### src/rtl/shadow_route_pkg.sv
package shadow_route_pkg;
  typedef enum logic [1:0] {
    BLK_C = 2'd0,
    BLK_D = 2'd1,
    BLK_E = 2'd2,
    BLK_F = 2'd3
  } blk_e;

  typedef struct packed {
    logic rd_int;
    logic wr_int;
    logic wr_drop;
  } attr_t;
endpackage

### src/rtl/shadow_cfg_regs.sv
module shadow_cfg_regs #(
  parameter int unsigned IO_AW    = 16,
  parameter int unsigned DW       = 8,
  parameter logic [15:0] IDX_PORT = 16'h0022,
  parameter logic [15:0] DAT_PORT = 16'h0024,
  parameter logic [7:0]  REG_BASE = 8'h23,
  parameter int unsigned NUM_REGS = 5,
  parameter logic [7:0]  REG0_RST = 8'h40
) (
  input  logic                         clk_i,
  input  logic                         rst_ni,
  input  logic [IO_AW-1:0]             io_addr_i,
  input  logic [DW-1:0]                io_wdata_i,
  input  logic                         io_wr_i,
  input  logic                         io_rd_i,
  output logic [DW-1:0]                io_rdata_o,
  output logic [NUM_REGS-1:0][DW-1:0]  cfg_o
);
  logic [DW-1:0] idx_q;
  logic          idx_sel, dat_sel;
  logic [NUM_REGS-1:0] hit;
  logic [DW-1:0] dat_rd;

  assign idx_sel = (io_addr_i == IDX_PORT[IO_AW-1:0]);
  assign dat_sel = (io_addr_i == DAT_PORT[IO_AW-1:0]);

  always_ff @(posedge clk_i or negedge rst_ni) begin
    if (!rst_ni)                idx_q <= '0;
    else if (io_wr_i && idx_sel) idx_q <= io_wdata_i;
  end

  for (genvar r = 0; r < NUM_REGS; r++) begin : g_reg
    localparam logic [DW-1:0] MY_IDX = DW'(REG_BASE) + DW'(r);
    localparam logic [DW-1:0] RST    = (r == 0) ? DW'(REG0_RST) : '0;
    assign hit[r] = (idx_q == MY_IDX);
    always_ff @(posedge clk_i or negedge rst_ni) begin
      if (!rst_ni)                           cfg_o[r] <= RST;
      else if (io_wr_i && dat_sel && hit[r]) cfg_o[r] <= io_wdata_i;
    end
  end

  always_comb begin
    dat_rd = '1;  // unimplemented index
    for (int r = 0; r < NUM_REGS; r++)
      if (hit[r]) dat_rd = cfg_o[r];
  end

  always_comb begin
    io_rdata_o = '0;
    if (io_rd_i && idx_sel)      io_rdata_o = idx_q;
    else if (io_rd_i && dat_sel) io_rdata_o = dat_rd;
  end
endmodule

### src/rtl/shadow_region_dec.sv
module shadow_region_dec
  import shadow_route_pkg::*;
#(
  parameter int unsigned MEM_AW = 20,
  parameter int unsigned SEG_W  = 2
) (
  input  logic [MEM_AW-1:0] addr_i,
  output logic              upper_o,
  output blk_e              blk_o,
  output logic [SEG_W-1:0]  seg_o
);
  localparam int unsigned TOP_LSB = MEM_AW - 2;
  localparam int unsigned BLK_LSB = MEM_AW - 4;
  localparam int unsigned SEG_LSB = BLK_LSB - SEG_W;

  assign upper_o = (addr_i[MEM_AW-1:TOP_LSB] == 2'b11);
  assign blk_o   = blk_e'(addr_i[TOP_LSB-1:BLK_LSB]);
  assign seg_o   = addr_i[BLK_LSB-1:SEG_LSB];
endmodule

### src/rtl/shadow_route_sel.sv
module shadow_route_sel
  import shadow_route_pkg::*;
#(
  parameter int unsigned DW       = 8,
  parameter int unsigned NUM_BLKS = 3,
  parameter int unsigned SEGS     = 4,
  parameter int unsigned SEG_W    = 2,
  parameter int unsigned WP_LSB   = 4,
  parameter int unsigned F_RD_BIT = 6,
  parameter int unsigned F_WP_BIT = 7
) (
  input  logic [NUM_BLKS-1:0][DW-1:0] blk_cfg_i,
  input  logic [DW-1:0]               f_cfg_i,
  input  logic [DW-1:0]               wp_cfg_i,
  input  logic                        upper_i,
  input  blk_e                        blk_i,
  input  logic [SEG_W-1:0]            seg_i,
  output attr_t                       attr_o
);
  attr_t seg_attr [NUM_BLKS];
  attr_t f_attr;

  for (genvar b = 0; b < NUM_BLKS; b++) begin : g_blk
    logic [SEGS-1:0] rd_en, wr_en;
    logic            prot;
    assign rd_en = blk_cfg_i[b][SEGS +: SEGS];
    assign wr_en = blk_cfg_i[b][0 +: SEGS];
    assign prot  = wp_cfg_i[WP_LSB + b];
    assign seg_attr[b].rd_int  = rd_en[seg_i];
    assign seg_attr[b].wr_drop = prot;
    assign seg_attr[b].wr_int  = wr_en[seg_i] & ~prot;
  end

  // F polarity: set bit means ROM
  assign f_attr.rd_int  = ~f_cfg_i[F_RD_BIT];
  assign f_attr.wr_drop = wp_cfg_i[F_WP_BIT];
  assign f_attr.wr_int  = ~wp_cfg_i[F_WP_BIT];

  always_comb begin
    attr_o = '{rd_int: 1'b1, wr_int: 1'b1, wr_drop: 1'b0};
    if (upper_i) begin
      if (blk_i == BLK_F) attr_o = f_attr;
      else
        for (int b = 0; b < NUM_BLKS; b++)
          if (blk_i == blk_e'(b)) attr_o = seg_attr[b];
    end
  end
endmodule

### src/rtl/shadow_route_ctrl.sv
module shadow_route_ctrl
  import shadow_route_pkg::*;
#(
  parameter int unsigned IO_AW    = 16,
  parameter int unsigned DW       = 8,
  parameter int unsigned MEM_AW   = 20,
  parameter int unsigned NUM_BLKS = 3,
  parameter int unsigned SEGS     = 4,
  parameter logic [15:0] IDX_PORT = 16'h0022,
  parameter logic [15:0] DAT_PORT = 16'h0024,
  parameter logic [7:0]  REG_BASE = 8'h23,
  parameter logic [7:0]  F_RST    = 8'h40
) (
  input  logic              clk_i,
  input  logic              rst_ni,
  input  logic [IO_AW-1:0]  io_addr_i,
  input  logic [DW-1:0]     io_wdata_i,
  input  logic              io_wr_i,
  input  logic              io_rd_i,
  output logic [DW-1:0]     io_rdata_o,
  input  logic              mem_req_i,
  input  logic              mem_we_i,
  input  logic [MEM_AW-1:0] mem_addr_i,
  output logic              rd_int_o,
  output logic              rd_ext_o,
  output logic              wr_int_o,
  output logic              wr_ext_o,
  output logic              wr_drop_o
);
  localparam int unsigned SEG_W    = $clog2(SEGS);
  // register order: F read, blocks high to low, write protect
  localparam int unsigned NUM_REGS = NUM_BLKS + 2;
  localparam int unsigned WP_REG   = NUM_REGS - 1;

  logic [NUM_REGS-1:0][DW-1:0] cfg;
  logic [NUM_BLKS-1:0][DW-1:0] blk_cfg;
  logic                        upper;
  blk_e                        blk;
  logic [SEG_W-1:0]            seg;
  attr_t                       attr;

  shadow_cfg_regs #(
    .IO_AW(IO_AW), .DW(DW), .IDX_PORT(IDX_PORT), .DAT_PORT(DAT_PORT),
    .REG_BASE(REG_BASE), .NUM_REGS(NUM_REGS), .REG0_RST(F_RST)
  ) u_regs (
    .clk_i, .rst_ni, .io_addr_i, .io_wdata_i, .io_wr_i, .io_rd_i,
    .io_rdata_o, .cfg_o(cfg)
  );

  for (genvar b = 0; b < NUM_BLKS; b++) begin : g_map
    assign blk_cfg[b] = cfg[NUM_BLKS - b];
  end

  shadow_region_dec #(.MEM_AW(MEM_AW), .SEG_W(SEG_W)) u_dec (
    .addr_i(mem_addr_i), .upper_o(upper), .blk_o(blk), .seg_o(seg)
  );

  shadow_route_sel #(
    .DW(DW), .NUM_BLKS(NUM_BLKS), .SEGS(SEGS), .SEG_W(SEG_W)
  ) u_sel (
    .blk_cfg_i(blk_cfg), .f_cfg_i(cfg[0]), .wp_cfg_i(cfg[WP_REG]),
    .upper_i(upper), .blk_i(blk), .seg_i(seg), .attr_o(attr)
  );

  assign rd_int_o  = mem_req_i & ~mem_we_i &  attr.rd_int;
  assign rd_ext_o  = mem_req_i & ~mem_we_i & ~attr.rd_int;
  assign wr_int_o  = mem_req_i &  mem_we_i &  attr.wr_int;
  assign wr_ext_o  = mem_req_i &  mem_we_i & ~attr.wr_int & ~attr.wr_drop;
  assign wr_drop_o = mem_req_i &  mem_we_i &  attr.wr_drop;
endmodule


### config.mk
export PLATFORM = sky130hd
export DESIGN_NAME = shadow_route_ctrl
export DESIGN_NICKNAME = d
export VERILOG_FILES = /design/src/rtl/shadow_route_pkg.sv /design/src/rtl/shadow_cfg_regs.sv /design/src/rtl/shadow_region_dec.sv /design/src/rtl/shadow_route_sel.sv /design/src/rtl/shadow_route_ctrl.sv
export SDC_FILE = /design/constraint.sdc
export NUM_CORES = 1
export LEC_CHECK = 0
export ABC_AREA = 0
export BUFFER_PORTS_ARGS = -buffer_cell sky130_fd_sc_hd__buf_2
export CAP_MARGIN = 20
export CORE_MARGIN = 10
export CORE_UTILIZATION = 30
export CTS_BUF_LIST = sky130_fd_sc_hd__clkbuf_8
export DETAILED_ROUTE_END_ITERATION = 12
export MAX_ROUTING_LAYER = met4
export PLACE_DENSITY = 0.51
export SYNTH_ARGS = -nofsm -noshare
export SYNTH_HDL_FRONTEND = slang
export SYNTH_SLANG_ARGS = --single-unit
### constraint.sdc
create_clock -name clk_i -period 4 [get_ports clk_i]
set_input_delay 0.4 -clock clk_i [delete_from_list [all_inputs] [get_ports clk_i]]
set_output_delay 0.4 -clock clk_i [all_outputs]
set_load 0.05 [all_outputs]
==> results.sh, run 1 <==
export IMPL_grt_pass1_vias=2254
export IMPL_drive_gt1_share_pct=40.2
export IMPL_finalSetupViolations=0
export IMPL_fin_crit_ns=2.87
export IMPL_num_antenna_cells=0
export IMPL_clk_latency_ns=0.30
export IMPL_cts_buffer_depth=2
export IMPL_routabilityCongestion=0.856
export IMPL_synth_edff_count=0
export IMPL_wl_um=8060
export IMPL_p_clk_share_pct=39.0
export IMPL_vias_per_cell=5.16
export IMPL_cts_tree="built"
export IMPL_power_uw=900
export IMPL_placed_area_mm2=0.00333
export IMPL_detailedPlace_worstSlack_ns=1.13
export IMPL_dp_hpwl_um=5850
export IMPL_syn_area_mm2=0.00294
export IMPL_drcViolationCount=0
export IMPL_place_inst=426
export IMPL_swShare_pct=23.2
export IMPL_die_h_um=119
export IMPL_synth_top_area_share_pct=40.1
export IMPL_cts_buffers_inserted=5
export IMPL_synth_ff_type="dfrtp_1"
export IMPL_clk_pin_slew_ns=0.09
export IMPL_post_cts_hold_buffer_count=0
export IMPL_ios=63
export IMPL_p_sw_uw=209
export IMPL_synth_area_leaders="dfrtp_1 40%, mux2_2 18%, mux2i_1 5.1%"
export IMPL_wl_per_cell_um=18.6
export IMPL_first_iter_violations=91
export IMPL_yosys_warnings=0
export IMPL_maxSlewViolCount=0
export IMPL_die_x_um=119
export IMPL_internal_power_uw=691
export IMPL_async_flop_share_pct=100
export IMPL_slowest_stage="dfrtp_1"
export IMPL_final_nets=350
export IMPL_htreeDepth=2
export IMPL_cp_slowest_stage_delay_ns=0.70
export IMPL_fmaxAchievable_ghz=0.349
export IMPL_io_buffers=48
export IMPL_cp_required_ns=3.60
export IMPL_period_share_pct=71.7
export IMPL_clock_sinks=48
export IMPL_crit_chain="and2_1, a32oi_1, a221oi_1, o2bb2ai_1, buf_2"
export IMPL_hold_viol=0
export IMPL_p_leak_nw=1.59
export IMPL_yosys_register_bits=48
export IMPL_relSlewSlack_pct=44.7
export IMPL_ys_types=38
export IMPL_firstDrtPassIters=4
export IMPL_syn_nets=303
export IMPL_fin_ws_ns=1.13
export IMPL_synth_top_area_cell="dfrtp_1"
export IMPL_overflow=0
export IMPL_p_seq_share_pct=53.9
export IMPL_final_cells=434
export IMPL_start_util_pct=30.5
export IMPL_worstMarginPinSlew_ns=0.823
export IMPL_critical_path_arrival_ns=2.47
export IMPL_tns_ns=0
export IMPL_rsz0062_at_grt="no"
export IMPL_ant_nets=0
export IMPL_root_buffer="clkbuf_8"
export IMPL_ir_drop_uv=130
export IMPL_coreArea_mm2=0.00964
export IMPL_fill_cells=1017
export IMPL_antenna_found_initial=0
export IMPL_grt_pass1_wl_um=13100
export IMPL_grt_start_max_net_pins=49
export IMPL_max_cap_violations=0
export IMPL_hp_class="in2async"
export IMPL_powerDensity_mw_per_mm2=262
export IMPL_comb_power_share_pct=7.1
export IMPL_startpoint_type="register"
export IMPL_outcome="completed"
export IMPL_critPathCaptureType="output port"
export IMPL_die_area_mm2=0.0141
export IMPL_syn_to_final_growth_pct=17.1
export IMPL_globalRouteTotalUtil_pct=11.7
export IMPL_syn_area_per_cell_um2=11.6
export IMPL_vias=2240
export IMPL_synth_seq_area_share_pct=41.0
export IMPL_cts_resized=0
export IMPL_fin_skew_ns=0.0112
export IMPL_worst_path_max_fanout=18
export IMPL_final_area_mm2=0.00344
export IMPL_syn_inst=253
export IMPL_post_cts_buffers=0
export IMPL_critPathKind="reg2out"
export IMPL_num_rows=36
==> power by group through the flow <==
stage / Clock [mW] / Combinational [mW] / Sequential, mW
3_5_place_dp: 0 / 0.0651 / 0.495
3_3_place_gp: 0 / 0.0645 / 0.495
5_1_grt: 0.380 / 0.0716 / 0.485
2_1_floorplan: 0 / 0.0241 / 0.495
4_1_cts: 0.361 / 0.0653 / 0.485
6_report: 0.351 / 0.0639 / 0.485
==> per-stage QoR <==
stage	utilization, %	hold WS, ns
global placement	34.5	0.493
floorplan	-	0.104
finish	35.7	0.193
detailed placement	34.5	0.499
global route	35.7	0.243
CTS	35.7	0.223
==> layout by cell type (no fill, tap or decap), types with 5 or more instances in the layout <==
master	n
buf_2	48
mux2_2	47
dfrtp_1	47
nor3b_1	17
mux2i_1	15
o21ai_0	14
inv_1	11
nand2b_1	8
o2bb2ai_1	8
nand2_1	7
nor4_1	7
nor2_1	6
nor4_4	6
nand3b_1	5
clkbuf_8	5
buf_4	5
==> routing by layer <==
| metal | track usage (%) | vias up | wire length, µm |
|---|---|---|---|
| met2 | 18.8 | 51 | 3920 |
| met4 | 2.37 | 0 | 67 |
| met1 | 14.7 | 1119 | 3720 |
| li1 | - | 1064 | - |
| met5 | - | - | 0 |
| met3 | 2.88 | 6 | 351 |
==> flip-flops by register name (all words and copies together) (netlist names) <==
name          cells
u_regs.idx_q      8
u_regs.cfg_o     40
==> cells by family (layout without fill, tap and decap cells) <==
family | Yosys count | after routing | share of synthesized area (%)
DFF | 48 | 48 | 41.0
muxes | 68 | 68 | 26.2
buffers and inverters | 23 | 71 | 2.98
AOI/OAI and AO/OA | 38 | 38 | 9.21
and+or+nand+nor | 76 | 76 | 20.6
==> Yosys cell counts (all sizes together), types with 2 or more instances <==
master and number:
mux2 51, dfrtp 47, nor3b 17, mux2i 15, nor4 14, o21ai 14, clkbuf 11, inv 10
nand2 8, nand2b 8, o2bb2ai 8, nor2 6, nand3b 5, a311oi 4, nor2b 4, nor3 4
a221oi 3, a32oi 3, a21oi 2, and3b 2, buf 2, mux4 2, nand3 2, nand4b 2
nor4b 2
==> worst max-delay path: cells and delay by family (launching register included) <==
| kind | cells | cell delay, ns |
|---|---|---|
| simple gates | 1 | 0.51 |
| buf+inv | 1 | 0.23 |
| compound gates | 3 | 0.73 |
| flops | 1 | 0.70 |
==> cell type report <==
class / count / area (µm²) / share of cell area [%]
repair buffers: 53 / 278 / 8.08
flip-flops and latches: 48 / 1200 / 35.0
inverters: 10 / 37.5 / 1.09
well taps: 133 / 166 / 4.84
clock buffers: 5 / 68.8 / 2.00
clock inverters: 3 / 38.8 / 1.13
multi-input cells: 182 / 1650 / 47.9
==> worst paths after layout <==
kind / to / from / slack [ns] / cells past startpoint
max: io_rdata_o[4] / u_regs.idx_q[1] / 1.13 / 5
min: u_regs.cfg_o[32] / rst_ni / 0.19 / 2
max reg2reg: u_regs.cfg_o[38] / u_regs.idx_q[6] / 1.56 / 4
min reg2reg: u_regs.cfg_o[2] / u_regs.cfg_o[2] / 0.51 / 1
max in group asynchronous: u_regs.cfg_o[21] / rst_ni / 3.39 / 2
min in group clk_i: u_regs.cfg_o[1] / io_wdata_i[1] / 0.41 / 2
Note: power is estimated with default switching activity, not from simulation.
==> run 2, diff against run 1 <==
Clock period 4 ns to 2.9 ns, I/O delays scaled along.
==> results.sh, run 2 (synthesis gave the netlist of run 1 again) <==
export IMPL_outcome="completed"
export IMPL_cp_required_ns=2.61
export IMPL_overflow=0
export IMPL_grt_busiest_layer="met2"
export IMPL_ant_nets=0
export IMPL_cts_resized=0
export IMPL_mostFrequentLayoutCells="48 x buf_2, 47 x mux2_2, 47 x dfrtp_1, 17 x nor3b_1, 15 x mux2i_1"
export IMPL_fin_skew_ns=0.00761
export IMPL_die_h_um=119
export IMPL_tns_ns=0
export IMPL_io_buffers=48
export IMPL_coreArea_mm2=0.00964
export IMPL_detailedPlace_worstSlack_ns=0.372
export IMPL_relSlewSlack_pct=50.6
export IMPL_clock_sinks=48
export IMPL_largest_reg_flops=40
export IMPL_startpoint_type="register"
export IMPL_wl_um=8450
export IMPL_mostFrequentLayoutCell="buf_2"
export IMPL_seqCellArea_mm2=0.00120
export IMPL_syn_to_final_growth_pct=20.4
export IMPL_root_buffer="clkbuf_8"
export IMPL_die_area_mm2=0.0141
export IMPL_hp_class="in2reg"
export IMPL_wl_per_cell_um=19.0
export IMPL_drcViolationCount=0
export IMPL_rsz0062_at_grt="no"
export IMPL_cp_num_buf_inv=1
export IMPL_critical_path_arrival_ns=2.39
export IMPL_regMostFlops="u_regs.cfg_o"
export IMPL_powerDensity_mw_per_mm2=369
export IMPL_vias=2292
export IMPL_num_antenna_cells=0
export IMPL_max_cap_violations=0
export IMPL_final_nets=360
export IMPL_critPathKind="reg2out"
export IMPL_htreeDepth=2
export IMPL_multiInputGateArea_mm2=0.00165
export IMPL_period_share_pct=92.3
export IMPL_fill_cells=1002
export IMPL_slowest_stage="nor4b_2"
export IMPL_use_met2_pct=19.7
export IMPL_ir_drop_uv=186
export IMPL_globalRouteTotalUtil_pct=12.3
export IMPL_fin_hold_ws_ns=0.301
export IMPL_num_rows=36
export IMPL_finalSetupViolations=0
export IMPL_critPathCaptureType="output port"
export IMPL_grt_use_met3_pct=3.02
export IMPL_grt_pass1_wl_um=13600
export IMPL_r2r_slack_ns=0.58
export IMPL_drive_gt1_share_pct=42.1
export IMPL_hold_viol=0
export IMPL_maxSlewViolCount=0
export IMPL_routabilityCongestion=0.906
export IMPL_crit_family="simple AND/OR/NAND/NOR gates"
export IMPL_clk_latency_ns=0.31
export IMPL_firstDrtPassIters=4
export IMPL_ios=63
export IMPL_p_leak_nw=1.65
export IMPL_grt_use_met1_pct=15.3
export IMPL_worstMarginPinSlew_ns=0.735
export IMPL_grt_pass1_vias=2433
export IMPL_antenna_found_initial=0
export IMPL_fmaxAchievable_ghz=0.373
export IMPL_cts_tree="built"
export IMPL_cts_buffers_inserted=5
export IMPL_worst_path_max_fanout=8
export IMPL_crit_chain="nor4b_2, nand2b_1, a221oi_1, o2bb2ai_1, buf_2"
export IMPL_reg_largest_list="u_regs.cfg_o (40), u_regs.idx_q (8)"
export IMPL_fin_ws_ns=0.222
export IMPL_cts_buffer_depth=2
export IMPL_vias_per_cell=5.16
export IMPL_first_iter_violations=123
export IMPL_grt_start_max_net_pins=27
export IMPL_start_util_pct=30.5
export IMPL_dp_hpwl_um=6220
export IMPL_die_x_um=119
export IMPL_fin_crit_ns=2.68
export IMPL_cp_slowest_stage_delay_ns=0.46
export IMPL_clk_pin_slew_ns=0.09
-- run 2: metrics by stage --
stage / util, % / std cells / power (mW) / cell area, µm²
CTS: 36.7 / 444 / 1.32 / 3530
floorplan: - / 253 / 0.716 / 2940
global placement: 35.2 / 435 / 0.773 / 3400
finish: 36.7 / 444 / 1.30 / 3530
global route: 36.7 / 444 / 1.35 / 3530
detailed placement: 35.2 / 435 / 0.774 / 3400
-- run 2: final cells by class --
| cell class | instances | share of cell area, % |
|---|---|---|
| Multi-Input combinational cell | 182 | 46.6 |
| Sequential cell | 48 | 34.0 |
| Timing Repair Buffer | 63 | 10.1 |
| Tap cell | 133 | 4.71 |
| Clock buffer | 7 | 2.73 |
| Inverter | 10 | 1.06 |
| Clock inverter | 1 | 0.850 |
-- run 2: layer usage --
layer	wire, µm	up-vias
li1	-	1074
met1	3890	1163
met2	4040	48
met3	422	7
met4	85	0
met5	0	-
-- run 2: timing repair --
action | in CTS | in global routing
hold buffers | 1 | 0
endpoints found under the hold margin | 23 | 0
setup endpoints to repair | 0 | 0
buffers inserted | 0 | 0
-- run 2: final timing paths --
check	start	endpoint	cells past startpoint
setup / recovery	u_regs.idx_q[6]	io_rdata_o[4]	5
hold / removal	io_wdata_i[1]	u_regs.cfg_o[9]	2
setup reg to reg	u_regs.idx_q[6]	u_regs.cfg_o[18]	4
hold reg to reg	u_regs.cfg_o[2]	u_regs.cfg_o[2]	1
max in group asynchronous	rst_ni	u_regs.cfg_o[27]	3
min in group asynchronous	rst_ni	u_regs.idx_q[0]	2
-- run 2: power by group --
group | leakage [nW] | total [mW] | internal (mW) | switching (mW)
combinational | 0.919 | 0.0915 | 0.0323 | 0.0592
clock | 0.0645 | 0.542 | 0.305 | 0.237
sequential | 0.667 | 0.669 | 0.669 | 0.0000833
